File: config.mk
export PLATFORM = sky130hd
export DESIGN_NAME = gpioPort
export DESIGN_NICKNAME = d
export VERILOG_FILES = /design/src/rtl/gpioPortPkg.sv /design/src/rtl/gpioCtrl.sv /design/src/rtl/gpioDatapath.sv /design/src/rtl/gpioPort.sv
export SDC_FILE = /design/constraint.sdc
export NUM_CORES = 1
export LEC_CHECK = 0
export BUFFER_PORTS_ARGS = -buffer_cell sky130_fd_sc_hd__buf_4
export CORE_ASPECT_RATIO = 0.75
export CORE_UTILIZATION = 34
export DETAILED_ROUTE_END_ITERATION = 10
export PLACE_DENSITY_LB_ADDON = 0.25
export SETUP_SLACK_MARGIN = 0.02
export SYNTH_ARGS = -nofsm -noshare
export SYNTH_HDL_FRONTEND = slang
export SYNTH_HIERARCHICAL = 1
export SYNTH_SLANG_ARGS = --single-unit
File: constraint.sdc
create_clock -name clk -period 1.43 [get_ports clk]
set_input_delay 0.286 -clock clk [delete_from_list [all_inputs] [get_ports clk]]
set_output_delay 0.286 -clock clk [all_outputs]
set_load 0.05 [all_outputs]
File: src/rtl/gpioPortPkg.sv
package gpioPortPkg;

  localparam int PIN_COUNT  = 16;
  localparam int FIELD_W    = 4;
  localparam int WORD_W     = 32;
  localparam int ADDR_W     = 3;
  localparam int SYNC_DEPTH = 2;
  localparam logic [FIELD_W-1:0] FIELD_RESET = 4'h4;

  typedef enum logic [ADDR_W-1:0] {
    RS_CFG_LO = 3'd0,
    RS_CFG_HI = 3'd1,
    RS_IN     = 3'd2,
    RS_OUT    = 3'd3,
    RS_SETCLR = 3'd4,
    RS_CLR    = 3'd5,
    RS_NONE   = 3'd7
  } regSel_t;

  typedef struct packed {
    logic cfgLoWr;
    logic cfgHiWr;
    logic odrWr;
    logic setClrWr;
    logic clrWr;
  } gpioStrobe_t;

endpackage

File: src/rtl/gpioCtrl.sv
module gpioCtrl
  import gpioPortPkg::*;
#(
  parameter int ADDR_BITS = ADDR_W
) (
  input  logic                 wrEn,
  input  logic [ADDR_BITS-1:0] addr,
  output gpioStrobe_t          strobe,
  output regSel_t              rdSel
);

  always_comb begin
    strobe = '0;
    rdSel  = RS_NONE;
    case (addr)
      3'd0: begin rdSel = RS_CFG_LO; strobe.cfgLoWr  = wrEn; end
      3'd1: begin rdSel = RS_CFG_HI; strobe.cfgHiWr  = wrEn; end
      3'd2: begin rdSel = RS_IN;                              end
      3'd3: begin rdSel = RS_OUT;    strobe.odrWr    = wrEn; end
      3'd4: begin rdSel = RS_SETCLR; strobe.setClrWr = wrEn; end
      3'd5: begin rdSel = RS_CLR;    strobe.clrWr    = wrEn; end
      default: rdSel = RS_NONE;
    endcase
  end

endmodule

File: src/rtl/gpioDatapath.sv
module gpioDatapath
  import gpioPortPkg::*;
#(
  parameter int NUM_PINS = PIN_COUNT,
  parameter int FLD_W    = FIELD_W,
  parameter int BUS_W    = WORD_W,
  parameter int SYNC_N   = SYNC_DEPTH
) (
  input  logic                clk,
  input  logic                rstN,
  input  gpioStrobe_t         strobe,
  input  regSel_t             rdSel,
  input  logic [BUS_W-1:0]    wrData,
  input  logic [NUM_PINS-1:0] padIn,
  input  logic [NUM_PINS-1:0] afIn,
  input  logic [NUM_PINS-1:0] lockMask,
  output logic [BUS_W-1:0]    rdData,
  output logic [NUM_PINS-1:0] padOut,
  output logic [NUM_PINS-1:0] padOe,
  output logic [NUM_PINS-1:0] pullUp,
  output logic [NUM_PINS-1:0] pullDown,
  output logic [BUS_W-1:0]    cfgLoWord,
  output logic [BUS_W-1:0]    cfgHiWord,
  output logic [NUM_PINS-1:0] odrWord,
  output logic [NUM_PINS-1:0] idrWord
);

  localparam int PER_WORD = BUS_W / FLD_W;
  localparam int HALF_W   = BUS_W / 2;

  logic [NUM_PINS-1:0]       odrQ;
  logic [NUM_PINS-1:0]       syncQ [SYNC_N];
  logic [NUM_PINS*FLD_W-1:0] cfgFlat;

  // Output data: direct write, then set/clear (set wins), then clear-only
  always_ff @(posedge clk or negedge rstN) begin
    if (!rstN) begin
      odrQ <= '0;
    end else if (strobe.odrWr) begin
      odrQ <= wrData[NUM_PINS-1:0];
    end else if (strobe.setClrWr) begin
      odrQ <= (odrQ & ~wrData[HALF_W +: NUM_PINS]) | wrData[NUM_PINS-1:0];
    end else if (strobe.clrWr) begin
      odrQ <= odrQ & ~wrData[NUM_PINS-1:0];
    end
  end

  // Input resynchroniser chain
  always_ff @(posedge clk or negedge rstN) begin
    if (!rstN) begin
      for (int s = 0; s < SYNC_N; s++) syncQ[s] <= '0;
    end else begin
      syncQ[0] <= padIn;
      for (int s = 1; s < SYNC_N; s++) syncQ[s] <= syncQ[s-1];
    end
  end

  for (genvar p = 0; p < NUM_PINS; p++) begin : g_pin
    localparam int WORD_SEL = p / PER_WORD;
    localparam int OFS      = (p % PER_WORD) * FLD_W;

    logic [FLD_W-1:0] fieldQ;
    logic             fieldWr;
    logic             isOut;
    logic             isOpen;
    logic             selVal;

    if (WORD_SEL == 0) begin : g_lo
      assign fieldWr = strobe.cfgLoWr & ~lockMask[p];
    end else begin : g_hi
      assign fieldWr = strobe.cfgHiWr & ~lockMask[p];
    end

    always_ff @(posedge clk or negedge rstN) begin
      if (!rstN)        fieldQ <= FIELD_RESET;
      else if (fieldWr) fieldQ <= wrData[OFS +: FLD_W];
    end

    assign cfgFlat[p*FLD_W +: FLD_W] = fieldQ;

    assign isOut  = |fieldQ[1:0];
    assign isOpen = fieldQ[2];
    assign selVal = fieldQ[3] ? afIn[p] : odrQ[p];

    assign padOe[p]    = isOut & (~isOpen | ~selVal);
    assign padOut[p]   = isOut & ~isOpen & selVal;
    assign pullUp[p]   = ~isOut & (fieldQ[3:2] == 2'b10) &  odrQ[p];
    assign pullDown[p] = ~isOut & (fieldQ[3:2] == 2'b10) & ~odrQ[p];
  end

  assign cfgLoWord = cfgFlat[BUS_W-1:0];
  assign cfgHiWord = cfgFlat[2*BUS_W-1:BUS_W];
  assign odrWord   = odrQ;
  assign idrWord   = syncQ[SYNC_N-1];

  always_comb begin
    case (rdSel)
      RS_CFG_LO: rdData = cfgLoWord;
      RS_CFG_HI: rdData = cfgHiWord;
      RS_IN:     rdData = BUS_W'(syncQ[SYNC_N-1]);
      RS_OUT:    rdData = BUS_W'(odrQ);
      default:   rdData = '0;
    endcase
  end

endmodule

File: src/rtl/gpioPort.sv
module gpioPort
  import gpioPortPkg::*;
(
  input  logic              clk,
  input  logic              rstN,
  input  logic              wrEn,
  input  logic [ADDR_W-1:0] addr,
  input  logic [WORD_W-1:0] wrData,
  output logic [WORD_W-1:0] rdData,
  input  logic [PIN_COUNT-1:0] padIn,
  input  logic [PIN_COUNT-1:0] afIn,
  input  logic [PIN_COUNT-1:0] lockMask,
  output logic [PIN_COUNT-1:0] padOut,
  output logic [PIN_COUNT-1:0] padOe,
  output logic [PIN_COUNT-1:0] pullUp,
  output logic [PIN_COUNT-1:0] pullDown
);

  gpioStrobe_t          strobe;
  regSel_t              rdSel;
  logic [WORD_W-1:0]    cfgLoWord;
  logic [WORD_W-1:0]    cfgHiWord;
  logic [PIN_COUNT-1:0] odrWord;
  logic [PIN_COUNT-1:0] idrWord;

  gpioCtrl #(.ADDR_BITS(ADDR_W)) u_ctrl (
    .wrEn   (wrEn),
    .addr   (addr),
    .strobe (strobe),
    .rdSel  (rdSel)
  );

  gpioDatapath #(
    .NUM_PINS (PIN_COUNT),
    .FLD_W    (FIELD_W),
    .BUS_W    (WORD_W),
    .SYNC_N   (SYNC_DEPTH)
  ) u_dp (
    .clk       (clk),
    .rstN      (rstN),
    .strobe    (strobe),
    .rdSel     (rdSel),
    .wrData    (wrData),
    .padIn     (padIn),
    .afIn      (afIn),
    .lockMask  (lockMask),
    .rdData    (rdData),
    .padOut    (padOut),
    .padOe     (padOe),
    .pullUp    (pullUp),
    .pullDown  (pullDown),
    .cfgLoWord (cfgLoWord),
    .cfgHiWord (cfgHiWord),
    .odrWord   (odrWord),
    .idrWord   (idrWord)
  );

endmodule

==> out/results.ini, run 1 <==
[run_status]
outcome = complete, but fails checks
violations = negative setup slack

[floorplan]
die_w_um = 151
fp.dieArea_um2 = 17200
rows = 40
effective_utilization_at_floorplan_pct = 35.1
num_io_pins = 182
die_height_um = 114
design.core.area_um2 = 16200

[route]
dr_total_vias = 5129
route.antenna.remaining_nets = 0
firstDrtPassIters = 4
post_drt_wl_per_cell_um = 20.3
drt_wl_total_um = 20000
drt-vias-per-instance = 5.22
drt-initial-drc-count = 189
drc = 0

[sta]
fin_crit_sh_pct = 124
slew_headroom_pct = 76.0
timing.final.setup_violations = 96
final-max-slew-violation-count = 0
hold_viol_final = 0
finClkSkew_ns = 0.00429
worst_slack_ns = -0.341
max_clock_freq_mhz = 565
fin_setup_tns_ns = -24.85
unrepaired_setup_endpoints_after_global_routing = true
tightestPinTransition_ns = 0.351
fin_worst_hold_slack_ns = 0.0229
min_period_ns = 1.77

[worst_setup_path]
worst_stage_delay_on_the_critical_path_ns = 0.49
worst_path_max_delay_cell = dfrtp_2
cp_top_family = flip-flops
worst_setup_path_startpoint = u_dp/odrWord[11]
reg2reg_from = u_dp/g_pin[5].fieldQ[3]
path_buf_inv = 1
worstSetupEndpointType = output pin
required_time_of_the_critical_path_ns = 1.14
timing.setup.critical_path_class = flop to output pin
crit_fanout = 5
cp_data_arrival_time_ns = 1.48
critical_path.cell_chain = mux2_4, nor3b_4, buf_6
crit_path_start_kind = flop

[global_route]
antenna_violations_before_repair = 0
grt_start_max_net_pins = 38
grt_most_used_layer = met2
wire_length_of_the_first_global_routing_pass_um = 30300
gr-usage-all-layers_pct = 23.8
grt-ovfl-total = 0
grt_pass1_vias = 5425
met1_usage_pct = 32.1
use_met2_pct = 39.6
use_met3_pct = 4.80

[power]
switching_power_as_a_share_of_total_power_pct = 39.4
p_int_w = 0.00929
power_frac_clock_pct = 17.1
p_comb_share_pct = 51.6
pwr_density_cell_nw_per_um2 = 1440
p_leak_nw = 4.55
switchingPower_w = 0.00604
peakVddDrop_v = 0.000818
seq_power_share_pct = 31.3
total_power_of_the_final_layout_w = 0.0153

[logic_synthesis]
syn_inst = 469
syn_nets = 555
post_synth_instance_area_um2 = 5670
yosys_warnings = 6
synth.avg_cell_area_um2 = 12.1

[clock_tree]
cts-buffers-inserted = 9
number_of_buffers_on_the_longest_clock_path = 2
clk_sinks = 112
cts.reportedPaths.clkPinSlew_ns = 0.07
clk_latency_ns = 0.36
root_buffer = clkbuf_16
htree_num_levels = 3
clock_tree_from_tritoncts = done

[layout]
commonest_cells_after_routing_fill_and_taps_aside = 161 x buf_4, 116 x buf_6, 64 x mux2_2
stdcell_count = 982
layout-drive-gt1-share_pct = 79.0
layout_nets = 853
layout_commonest_cell = buf_4
syn_to_final_growth_pct = 88.0
number_of_diodes_added_for_antenna_fixing = 0

[placement]
port_buffers = 181
place.detailed.instances = 915
place_hpwl_um = 14400
pre_cts_ws_ns = -0.384
gpl.final_weighted_congestion = 0.807

[flow_run]
maxCapViolCount = 0

[hold_path]
hold_path_class = input pin to flop
worstHoldStart = padIn[11]

[per-layer routing]
metal,routed length [um],part of all wire (%),vias to the layer above
li1,-,-,2351
met1,8870,44,2613
met2,9900,50,152
met3,1070,5.3,13
met4,146,0.73,0
met5,0,0,-
[stage by stage]
stage,area (um2),util [%]
finish,10700,66.0
global route,10700,66.0
CTS,10400,64.4
detailed placement,8940,55.3
global placement,8940,55.3
floorplan,6830,-
[path summary, 6_finish.rpt]
kind | slack (ns) | depth (start not counted) | end
setup / recovery | -0.34 | 3 | padOut[11]
hold / removal | 0.02 | 1 | u_dp/syncQ[27]
setup reg to reg | 0.25 | 4 | u_dp/g_pin[5].fieldQ[3]
hold reg to reg | 0.35 | 0 | u_dp/idrWord[10]
max in group asynchronous | 0.46 | 3 | u_dp/g_pin[10].fieldQ[2]
min in group asynchronous | 0.37 | 2 | u_dp/syncQ[29]
[area by class of cell]
type,count,area [um2]
multi-input combinational,335,4180
tap,210,263
clock buffer,10,239
sequential,112,2870
fill,1187,5500
inverter,2,7.51
timing repair buffer,307,3040
clock inverter,6,67.6
[power by group through the flow]
stage / logic, W / clock network, W / registers, W
after detailed placement: 0.00634 / 0 / 0.00475
final: 0.00791 / 0.00263 / 0.00480
after global placement: 0.00620 / 0 / 0.00470
after floorplan: 0.00432 / 0 / 0.00467
after global routing: 0.00825 / 0.00280 / 0.00488
after CTS: 0.00764 / 0.00267 / 0.00475
[state kept, by name, indices dropped and copies added (netlist names)]
| signal | cells |
|---|---|
| u_dp/g_pin.fieldQ | 64 |
| u_dp/idrWord | 16 |
| u_dp/odrWord | 16 |
| u_dp/syncQ | 16 |
[what timing repair did]
item | in CTS | in global routing
pin swaps | 57 | 28
buffers inserted | 39 | 16
setup endpoints to repair | 120 | 132
cloned | 3 | 0
hold buffers | 1 | 0
resized for setup | 205 | 63
endpoints found under the hold margin | 21 | 0
Note: power is estimated with default switching activity, not from simulation.
==> inputs of run 2 (changes only) <==
CORE_UTILIZATION = 45   (was 34)
CTS_CLUSTER_SIZE = 24   (was default)
clock period = 2.3 ns   (was 1.43 ns; I/O delays follow)
==> out/results.ini, run 2 (synthesis results as in run 1) <==
[worst_setup_path]
worst_stage_delay_on_the_critical_path_ns = 0.43  ; was 0.49 ns
path_buf_inv = 2  ; was 1
required_time_of_the_critical_path_ns = 1.84  ; was 1.14 ns
setup.reg_to_reg.worst_slack_ns = 1.40  ; was 0.25 ns
cp_data_arrival_time_ns = 1.76  ; was 1.48 ns
cp_top_family = compound AO/OA/AOI/OAI gates  ; was flip-flops
worstSetupEndpointType = output pin  ; unchanged
timing.setup.critical_path_class = input pin to output pin  ; was flop to output pin
worst_path_max_delay_cell = or2_2  ; was dfrtp_2
critical_path.cell_chain = buf_4, a21o_2, or2_2, o22ai_1, buf_4  ; was mux2_4, nor3b_4, buf_6
cpMostUsedCell = buf_4
crit_path_start_kind = input pin  ; was flop
crit_fanout = 16  ; was 5

[power]
pwr_density_cell_nw_per_um2 = 933  ; was 1440 nW/um2
p_leak_nw = 3.57  ; was 4.55 nW
peakVddDrop_v = 0.000471  ; was 0.000818 V

[hold_path]
hold_path_class = input pin to async pin  ; was input pin to flop

[floorplan]
die_height_um = 99.2  ; was 114 um
die_w_um = 132  ; was 151 um
num_io_pins = 182  ; unchanged
fp.dieArea_um2 = 13100  ; was 17200 um2
design.core.area_um2 = 12300  ; was 16200 um2
rows = 35  ; was 40
effective_utilization_at_floorplan_pct = 46.1  ; was 35.1%

[run_status]
outcome = finished clean  ; was complete, but fails checks

[placement]
pre_cts_ws_ns = 0.0267  ; was -0.384 ns
placedInstanceArea_um2 = 7320  ; was 8940 um2
place_hpwl_um = 11800  ; was 14400 um
gpl.final_weighted_congestion = 0.803  ; was 0.807
port_buffers = 181  ; unchanged

[layout]
layout-drive-gt1-share_pct = 51.2  ; was 79.0%
post-route-cell-area_um2 = 7620  ; was 10700 um2
number_of_diodes_added_for_antenna_fixing = 0  ; unchanged
layout_commonest_cell = buf_4  ; unchanged
filler_cell_count = 973  ; was 1187
registers.top_by_ff_count = u_dp/g_pin.fieldQ  ; unchanged
layout_nets = 737  ; was 853
syn_to_final_growth_pct = 34.3  ; was 88.0%
commonest_cells_after_routing_fill_and_taps_aside = 190 x buf_4, 96 x dfrtp_1, 80 x mux2_2  ; was 161 x buf_4, 116 x buf_6, 64 x mux2_2
number_of_flip_flops_under_the_largest_register_name = 64  ; unchanged

[clock_tree]
post_cts.repair.setup_buffers = 0  ; was 39
root_buffer = clkbuf_16  ; unchanged
clk_latency_ns = 0.35  ; was 0.36 ns
htree_num_levels = 3  ; unchanged
clock_tree_from_tritoncts = done  ; unchanged
cts-buffers-inserted = 9  ; unchanged
number_of_buffers_added_to_fix_hold_violations_after_cts = 0  ; was 1
clk_sinks = 112  ; unchanged
cts.reportedPaths.clkPinSlew_ns = 0.07  ; about the same
number_of_buffers_on_the_longest_clock_path = 2  ; unchanged

[sta]
fin_worst_hold_slack_ns = 0.0999  ; was 0.0229 ns
final-max-slew-violation-count = 0  ; unchanged
max_clock_freq_mhz = 451
finClkSkew_ns = 0.00406  ; was 0.00429 ns
worst_slack_ns = 0.0817  ; was -0.341 ns
hold_viol_final = 0  ; unchanged
tightestPinTransition_ns = 0.577  ; was 0.351 ns
timing.final.setup_violations = 0  ; was 96
min_period_ns = 2.22
fin_crit_sh_pct = 96.4
slew_headroom_pct = 61.6  ; was 76.0%
unrepaired_setup_endpoints_after_global_routing = false  ; was true

[global_route]
grt_start_max_net_pins = 52  ; was 38
gr-usage-all-layers_pct = 23.6  ; was 23.8%
grt_pass1_vias = 4532  ; was 5425
wire_length_of_the_first_global_routing_pass_um = 23900  ; was 30300 um
antenna_violations_before_repair = 0  ; unchanged
grt-ovfl-total = 0  ; unchanged

[route]
route.antenna.remaining_nets = 0  ; unchanged
drc = 0  ; unchanged
firstDrtPassIters = 4  ; unchanged
drt_wl_total_um = 15200  ; was 20000 um
drt-initial-drc-count = 242  ; was 189
post_drt_wl_per_cell_um = 18.4  ; was 20.3 um
dr_total_vias = 4450  ; was 5129
drt-vias-per-instance = 5.41  ; was 5.22

[flow_run]
maxCapViolCount = 0  ; unchanged

==> run 2: changes by cell type in the layout (fill, tap and decap cells not counted), moves of 17 or more <==
cell and change:
buf_6 -116, dfrtp_1 +34, dfrtp_2 -34, nor2_4 -31, mux2i_1 +30, buf_4 +29, a21oi_1 +24, nor2_1 +22
mux2i_4 -20, nor3b_1 +17, nor3b_4 -17, o22ai_1 +17
==> run 2: path summary, 6_finish.rpt <==
| kind | from | endpoint | cells past startpoint |
|---|---|---|---|
| worst min-delay path | rstN | u_dp/g_pin[4].fieldQ[3] | 1 |
| worst max-delay path | addr[0] | rdData[15] | 5 |
| max in group asynchronous | rstN | u_dp/g_pin[7].fieldQ[2] | 2 |
| worst min register to register | u_dp/syncQ[18] | u_dp/idrWord[2] | 0 |
| worst max register to register | u_dp/odrWord[2] | u_dp/odrWord[2] | 2 |
| min in group clk | padIn[11] | u_dp/syncQ[27] | 1 |
==> run 2: per-stage QoR <==
step	utilization (%)	total power [W]	TNS (ns)	std cells
2_1_floorplan	-	0.00471	-2.54	469
3_3_place_gp	59.5	0.00551	0	806
3_5_place_dp	59.5	0.00559	0	806
4_1_cts	61.9	0.00716	0	822
5_1_grt	61.9	0.00745	0	822
6_report	61.9	0.00711	0	822
==> run 2: per-layer routing <==
layer | global-route usage [%] | vias to the layer above | part of all wire [%]
li1 | - | 2103 | -
met1 | 31.8 | 2208 | 45
met2 | 38.5 | 137 | 48
met3 | 5.45 | 2 | 7.2
met4 | 6.35 | 0 | 0.20
met5 | 0 | - | 0
==> run 2: report_power, final <==
part / internal (W) / switching (W) / total (W)
Sequential: 0.00238 / 0.000454 / 0.00283
Combinational: 0.00108 / 0.00164 / 0.00272
Clock: 0.000852 / 0.000704 / 0.00156
Total: 0.00431 / 0.00280 / 0.00711
==> run 2: layout make-up <==
| type | instances | area, um2 | area share, % |
|---|---|---|---|
| well taps | 166 | 208 | 2.73 |
| repair buffers | 192 | 1470 | 19.2 |
| clock buffers | 10 | 229 | 3.01 |
| inverters | 2 | 7.51 | 0.0985 |
| flip-flops and latches | 112 | 2820 | 37.1 |
| clock inverters | 6 | 68.8 | 0.903 |
| multi-input cells | 334 | 2820 | 37.0 |
==> run 2: timing repair <==
item                       in CTS  in global routing
hold endpoints to repair        0                  0
gates resized for setup         0                  1
setup endpoints to repair       0                  5
